## src/rtl/dacfe_pkg.sv

```systemverilog
package dacfe_pkg;

    typedef enum logic [1:0] {
        PM_STANDBY  = 2'b00,
        PM_WAKING   = 2'b01,
        PM_ACTIVE   = 2'b10,
        PM_SHUTDOWN = 2'b11
    } pwr_mode_e;

    typedef enum logic [1:0] {
        REQ_STANDBY  = 2'b00,
        REQ_RUN      = 2'b01,
        REQ_SHUTDOWN = 2'b10
    } pwr_req_e;

    typedef struct packed {
        logic hiz;
        logic gnd;
    } off_ind_t;

    // Power-down select dominates; otherwise the enable picks run or standby.
    function automatic pwr_req_e decode_req(input logic pd, input logic en);
        if (pd)
            return REQ_SHUTDOWN;
        else if (en)
            return REQ_RUN;
        else
            return REQ_STANDBY;
    endfunction

    function automatic int max_int(input int a, input int b);
        return (a > b) ? a : b;
    endfunction

endpackage

```

## src/rtl/dacfe_mode_ctrl.sv

```systemverilog
module dacfe_mode_ctrl
    import dacfe_pkg::*;
#(
    parameter int WAKE_STBY = 20,
    parameter int WAKE_SHDN = 2000
) (
    input  logic      clk,
    input  logic      rst,
    input  logic      pwr_down,
    input  logic      en_dac,
    output pwr_mode_e mode
);
    localparam int CW = $clog2(max_int(WAKE_STBY, WAKE_SHDN) + 1);
    localparam logic [CW-1:0] LOAD_STBY = CW'(WAKE_STBY - 1);
    localparam logic [CW-1:0] LOAD_SHDN = CW'(WAKE_SHDN - 1);

    logic [CW-1:0] wake_cnt;
    pwr_req_e      req;

    assign req = decode_req(pwr_down, en_dac);

    always_ff @(posedge clk) begin
        if (rst) begin
            mode     <= PM_STANDBY;
            wake_cnt <= '0;
        end else begin
            unique case (req)
                REQ_SHUTDOWN: begin
                    mode     <= PM_SHUTDOWN;
                    wake_cnt <= '0;
                end
                REQ_RUN: begin
                    unique case (mode)
                        PM_STANDBY: begin
                            mode     <= PM_WAKING;
                            wake_cnt <= LOAD_STBY;
                        end
                        PM_SHUTDOWN: begin
                            mode     <= PM_WAKING;
                            wake_cnt <= LOAD_SHDN;
                        end
                        PM_WAKING: begin
                            if (wake_cnt == '0)
                                mode <= PM_ACTIVE;
                            else
                                wake_cnt <= wake_cnt - 1'b1;
                        end
                        default: mode <= PM_ACTIVE;
                    endcase
                end
                default: begin
                    mode     <= PM_STANDBY;
                    wake_cnt <= '0;
                end
            endcase
        end
    end

endmodule

```

## src/rtl/dacfe_pipe.sv

```systemverilog
module dacfe_pipe #(
    parameter int W = 10
) (
    input  logic         clk,
    input  logic         rst,
    input  logic         load,
    input  logic [W-1:0] din,
    output logic [W-1:0] dac_code
);
    logic [W-1:0] in_q;

    always_ff @(posedge clk) begin
        if (rst) begin
            in_q     <= '0;
            dac_code <= '0;
        end else if (load) begin
            in_q     <= din;
            dac_code <= in_q;
        end
    end

endmodule

```

## src/rtl/dacfe_out_stage.sv

```systemverilog
module dacfe_out_stage
    import dacfe_pkg::*;
#(
    parameter int W           = 10,
    parameter bit VOLTAGE_OUT = 1'b0
) (
    input  pwr_mode_e    mode,
    input  logic [W-1:0] dac_code,
    output logic [W-1:0] code_out,
    output logic         out_hiz,
    output logic         out_gnd,
    output logic         out_valid
);
    logic     running;
    off_ind_t ind;

    assign running   = (mode == PM_ACTIVE);
    assign out_valid = running;
    assign code_out  = running ? dac_code : '0;

    generate
        if (VOLTAGE_OUT) begin : g_volt
            assign ind = '{hiz: 1'b0, gnd: !running};
        end else begin : g_curr
            assign ind = '{hiz: !running, gnd: 1'b0};
        end
    endgenerate

    assign out_hiz = ind.hiz;
    assign out_gnd = ind.gnd;

endmodule

```

## src/rtl/dac_front_end.sv

```systemverilog
module dac_front_end
    import dacfe_pkg::*;
#(
    parameter int W           = 10,
    parameter int WAKE_STBY   = 20,
    parameter int WAKE_SHDN   = 2000,
    parameter bit VOLTAGE_OUT = 1'b0
) (
    input  logic         clk,
    input  logic         rst,
    input  logic         cs_n,
    input  logic         en_dac,
    input  logic         pwr_down,
    input  logic [W-1:0] din,
    output logic [W-1:0] code_out,
    output logic         out_hiz,
    output logic         out_gnd,
    output logic         out_valid,
    output logic [1:0]   mode_o
);
    pwr_mode_e    mode;
    logic [W-1:0] dac_code;
    logic         load;

    dacfe_mode_ctrl #(
        .WAKE_STBY(WAKE_STBY),
        .WAKE_SHDN(WAKE_SHDN)
    ) u_mode (
        .clk     (clk),
        .rst     (rst),
        .pwr_down(pwr_down),
        .en_dac  (en_dac),
        .mode    (mode)
    );

    // Registers advance only while running and selected.
    assign load = (mode == PM_ACTIVE) && !cs_n;

    dacfe_pipe #(.W(W)) u_pipe (
        .clk     (clk),
        .rst     (rst),
        .load    (load),
        .din     (din),
        .dac_code(dac_code)
    );

    dacfe_out_stage #(
        .W          (W),
        .VOLTAGE_OUT(VOLTAGE_OUT)
    ) u_out (
        .mode     (mode),
        .dac_code (dac_code),
        .code_out (code_out),
        .out_hiz  (out_hiz),
        .out_gnd  (out_gnd),
        .out_valid(out_valid)
    );

    assign mode_o = mode;

endmodule

```

## config.mk

```make
export PLATFORM = sky130hd
export DESIGN_NAME = dac_front_end
export DESIGN_NICKNAME = d
export VERILOG_FILES = /design/src/rtl/dacfe_pkg.sv /design/src/rtl/dacfe_mode_ctrl.sv /design/src/rtl/dacfe_pipe.sv /design/src/rtl/dacfe_out_stage.sv /design/src/rtl/dac_front_end.sv
export SDC_FILE = /design/constraint.sdc
export NUM_CORES = 1
export LEC_CHECK = 0
export BUFFER_PORTS_ARGS = -buffer_cell sky130_fd_sc_hd__clkbuf_2
export CAP_MARGIN = 15
export CORE_ASPECT_RATIO = 1.25
export CORE_MARGIN = 2
export CORE_UTILIZATION = 35
export DETAILED_ROUTE_END_ITERATION = 16
export SYNTH_ARGS = -nofsm -noshare
export SYNTH_HDL_FRONTEND = slang
export SYNTH_SLANG_ARGS = --single-unit
export TNS_END_PERCENT = 100
```

## constraint.sdc

```tcl
create_clock -name clk -period 3.14 [get_ports clk]
set_clock_uncertainty 0.15 [all_clocks]
set_input_delay 0.157 -clock clk [delete_from_list [all_inputs] [get_ports clk]]
set_output_delay 0.157 -clock clk [all_outputs]
set_load 0.05 [all_outputs]
```

* Word level (Yosys, flattened, before mapping)
Index checks and enable logic that the tools add are counted.
Word-level totals: register bits 33, bits in latches 0, RAM bits 0, memory bits (read-only) 0, output and inout port bits 15, memories kept 0
Operators by class: add/subtract/negate cells 1, multipliers 0, div/mod/pow operators 0, order comparisons 0, eq/ne operators 7, shift operators 0, muxes and demuxes 8, bitwise logic cells 1, reduce and logical (&&, ||, !) cells 9
Operators with widths (number):
- 11-bit case mux with 3 select lines | 1
- 11-bit logical NOT | 1
- 11-bit 2-to-1 mux | 1
- 11-bit by 1-bit subtractor with 11-bit output (second input constant) | 1
- 10-bit 2-to-1 mux | 1
- 2-bit case mux with 2 select lines | 2
- 2-bit == test (second input constant) | 3
- 2-bit by 1-bit == test with 1-bit output (second input constant) | 2
- 2-bit 2-to-1 mux | 2
- 2-bit OR reduction | 2
- 3-bit by 2-bit inequality test with 1-bit output (second input constant) | 1
- 3-bit nonzero test | 1
- 1-bit logical NOT | 2
- 2-bit logical NOT | 1
- 2-bit inequality test (second input constant) | 1
- 2-bit AND reduction | 1
- 1-bit logical AND | 1
- 1-bit 2-to-1 mux | 1
- 1-bit NOT | 1

* Logic depth before layout (Yosys ltp)
depth in word-level cells 5, gate-level depth with buffers 8, depth with buffers taken out 6

* Modules after synthesis
A second synthesis with hierarchy kept.
Second synthesis, totals: cell total of the unflattened synthesis 182, area total of the unflattened synthesis 1670.4 um^2
By module, submodules not included:
- dacfe_mode_ctrl | times used 1, cells an instance 101, area each 828.3 um^2
- dacfe_pipe | times used 1, cells an instance 64, area each 705.7 um^2
- dacfe_out_stage | times used 1, cells an instance 16, area each 123.9 um^2
- dac_front_end | times used 1, cells an instance 1, area each 12.5 um^2

* Worst setup path after synthesis
OpenSTA, ideal clock, no wires.
kind reg-to-reg, from reg u_mode.mode[1], to reg u_pipe.dac_code[0], arrival time 2.325 ns, required time 2.920 ns, path slack 0.595 ns, stages on the path, launching flop included 7, path buffers 1, period minus slack after synthesis 2.545 ns, cells stage by stage dfxtp_1 > ha_1 > inv_1 > nor2_1 > clkbuf_1 > nand2_1 > a21oi_1
On the way: longest elaborated chain between the ends 2
RTL lines:
- start: declaration | RTL line dacfe_mode_ctrl.sv:11 | output pwr_mode_e mode
- start signal: assignment | RTL line dacfe_mode_ctrl.sv:24 | mode <= PM_STANDBY;
- start signal: assignment | RTL line dacfe_mode_ctrl.sv:29 | mode <= PM_SHUTDOWN;
- start signal: assignment | RTL line dacfe_mode_ctrl.sv:35 | mode <= PM_WAKING;
- 2-bit == test
- via out_valid | RTL line dac_front_end.sv:18 | output logic out_valid,
- 1-bit logical AND | RTL line dac_front_end.sv:37 | assign load = (mode == PM_ACTIVE) && !cs_n;
- end signal: assignment | RTL line dacfe_pipe.sv:18 | dac_code <= in_q;
- end: declaration | RTL line dacfe_pipe.sv:8 | output logic [W-1:0] dac_code
The timed path passes the listed nets, and every way through them passes these cells. A chain may end at the register's enable or synchronous reset.

* Worst setup path after layout
from reg u_mode.mode[0], to reg u_mode.wake_cnt[9]
On the way: longest elaborated chain between the ends 3, elaborated cells between the ends (all ways) 7, classes of those cells eq/ne: 3; mux: 1; reduce/logical: 3
RTL lines:
- 2-bit by 1-bit == test with 1-bit output (tied with other cells) | RTL line dacfe_mode_ctrl.sv:33 | unique case (mode)
- 2-bit inequality test (no line) or 3-bit nonzero test (tied branches)
- 2-bit AND reduction (no line)
- end signal: assignment | RTL line dacfe_mode_ctrl.sv:46 | wake_cnt <= wake_cnt - 1'b1;
- end: declaration | RTL line dacfe_mode_ctrl.sv:17 | logic [CW-1:0] wake_cnt;
Several ways; a longest one is shown, not always the timed one.

==> key figures <==
Timing
  • Relative slew slack: 0.421
  • Slew of the pin with the lowest slew margin: 865 ps
  • Final Hold Fails: 0
  • RSZ-0062 raised after global routing: false
  • FMAX: 0.405 GHz
  • Min Tclk post-route: 2470 ps
  • Crit share post-route: 0.787
  • Slew Viols, Final: 0
  • Setup slack after layout: 670 ps
  • # setup viols final: 0
  • TNS Setup: 0 ps

Yosys
  • Yosys top cell area share: 0.385
  • Cell taking the most area after synthesis: dfxtp_1
  • Leading post-synthesis cells by cell area: dfxtp_1, nand2_1, a21oi_1
  • Mapped Avg Cell Area: 8.18 µm²
  • Syn nets: 229
  • Top FF cell, synth: dfxtp_1
  • Yosys warning total: 0
  • Synth unique cells: 47
  • Synth Register Bits: 33
  • Post-synth EDFFs: 0
  • Post-Syn Area: 0.00172 mm²
  • Post-synthesis sequential area ratio: 0.385
  • Cell count after synthesis: 210
  • Synth async-reset ratio: 0

Worst hold path
  • Hold Crit Class: in2reg
  • Hold depth: 3

Status
  • Status: finished clean

Clocking
  • Worst skew pair latency: 280 ps
  • CTS-repair resized insts: 0
  • Post-CTS Setup Repair Bufs: 0
  • Worst-path clk slew: 70 ps
  • Clk buf depth: 2
  • CTS tree: built
  • H-tree levels: 2
  • CTS root buf: clkbuf_8
  • CTS sink count: 33
  • Num CTS Buffers: 5

Placement
  • Placed cells: 283
  • PortBufs: 28
  • GPL Wtd Cong: 0.803
  • Place WS: 695 ps
  • Dpl hpwl: 2620 µm

Finish
  • Area occupied by multi-input gates: 930 µm²
  • FF+latch area: 661 µm²
  • Layout Cells excl Fill: 301
  • # diodes: 0
  • Fillers: 482
  • Synth-to-layout area growth: 18.8%
  • Most common cell after layout, fill and taps aside: nand2_1
  • Commonest non-fill, non-tap cells in the layout: nand2_1, dfxtp_1, clkbuf_2
  • Final nets: 259
  • Fraction of layout cells with a size suffix above 1: 0.212

Routing
  • Post-DRT Antenna Nets: 0
  • # DRC: 0
  • Via density: 5.15
  • Via count: 1549
  • First drt pass iteration count: 4
  • Total Wirelength: 3860 µm
  • Wirelength per Cell: 12.8 µm
  • DRT iter0 DRCs: 75

Worst setup path
  • Worst reg2reg path depth: 5
  • Crit path cell chain: ha_1 -> nor4b_2 -> a31oi_1 -> a2111oi_4 -> a31o_1
  • WP data arrival: 2550 ps
  • Critical path capture point type: flop
  • Slowest-stage cell, CP: ha_1
  • Setup crit start kind: flop
  • Worst path bufs/invs: 0
  • Critical path peak fanout: 20
  • Critical Path RT: 3220 ps
  • Max incr delay on CP: 650 ps
  • CP Depth: 5
  • Delay-heaviest family, CP: compound AO/OA/AOI/OAI gates
  • Crit path kind: reg2reg

Power
  • Logic pwr share: 0.266
  • Internal power: 683 µW
  • Reg power frac: 0.434
  • Switch Pwr: 351 µW
  • Clock Power Share: 0.300
  • Maximum vdd drop: 0.186 mV
  • Sw frac: 0.340
  • Power, Total: 1.03 mW
  • PwrDens: 507 mW/mm²
  • P_leak: 0.765 nW

Die
  • Core area: 0.00473 mm²
  • Row count: 28
  • Die Ht: 82.3 µm
  • Initial Utilization: 0.363
  • I/O pin cnt: 30
  • Die area: 0.00549 mm²
  • Die Wd: 66.7 µm

Global routing
  • Initial antenna violation count: 0
  • Largest net degree at the start of global routing: 25
  • Congestion Overflow GR: 0
  • Overall Global Routing Usage: 0.148
  • Vias in the first global route: 1396
  • First-pass GRT wire length: 6160 µm

Job
  • Max Cap Viol: 0
kinds of logic after synthesis:
kind of cell,count (synthesis),share of synthesized area
AND/OR/NAND/NOR,85,0.249
AO/OA/AOI/OAI,60,0.261
flip-flops,33,0.385
buffers and inverters,27,0.0743
adder cells (fa/ha/maj),4,0.0291
other,1,0.00218
worst paths after layout:
path,from,end,slack (ps)
setup / recovery,u_mode.mode[0],u_mode.wake_cnt[9],670
hold / removal,pwr_down,u_mode.mode[1],60
setup reg to reg,u_mode.mode[0],u_mode.wake_cnt[9],670
hold reg to reg,u_pipe.in_q[2],u_pipe.dac_code[2],300
cell usage after synthesis, drive strengths merged, types with 2 or more instances:
master and n:
a2111oi 2, a211o 2, a211oi 7, a21oi 25
a221oi 2, a31o 2, a31oi 7, and2 10
buf 7, clkbuf 9, dfxtp 33, ha 4
inv 11, nand2 47, nand2b 2, nand3 3
nor2 11, nor3 2, nor3b 2, nor4 2
nor4b 2, o21ai 2, o32ai 3
metal layers:
metal | up-vias | share of wire | global-route usage | wire length, µm
li1 | 791 | - | - | -
met1 | 699 | 0.44 | 0.170 | 1710
met2 | 55 | 0.49 | 0.258 | 1900
met3 | 4 | 0.056 | 0.0434 | 216
met4 | 0 | 0.0075 | 0.0592 | 29
met5 | - | 0 | 0 | 0
area by class of cell:
class / instances / area share
repair buffers: 39 / 0.121
clock buffers: 5 / 0.0337
clock inverters: 3 / 0.00858
flip-flops and latches: 33 / 0.324
well taps: 60 / 0.0368
inverters: 11 / 0.0202
multi-input cells: 150 / 0.456
power groups by stage:
stage                     clock (mW)  sequential [mW]  combinational (mW)
final                          0.310            0.449               0.276
after global routing           0.341            0.451               0.300
after floorplan                    0            0.466               0.223
after detailed placement           0            0.459               0.264
after global placement             0            0.458               0.266
after CTS                      0.324            0.449               0.274
what timing repair did:
action,CTS,global route
setup endpoints to repair,0,0
hold endpoints to repair,10,0
hold buffers,10,0
flip-flops by register name (all words and copies together), names as in the netlist:
register         count
u_mode.mode          2
u_pipe.dac_code     10
u_mode.wake_cnt     11
u_pipe.in_q         10
worst min-delay path, delay by kind of cell:
family	cells	cell delay (ps)
AOI/OAI and AO/OA	1	70
and+or+nand+nor	1	110
buffers and inverters	1	100
per-stage QoR:
step | hold slack [ps] | area (µm²) | utilization
global placement | 232 | 1850 | 0.392
CTS | 46.9 | 2040 | 0.431
global route | 60.0 | 2040 | 0.431
floorplan | 73.2 | 1720 | -
finish | 56.1 | 2040 | 0.431
detailed placement | 235 | 1850 | 0.392
Note: power is estimated with default switching activity, not from simulation.
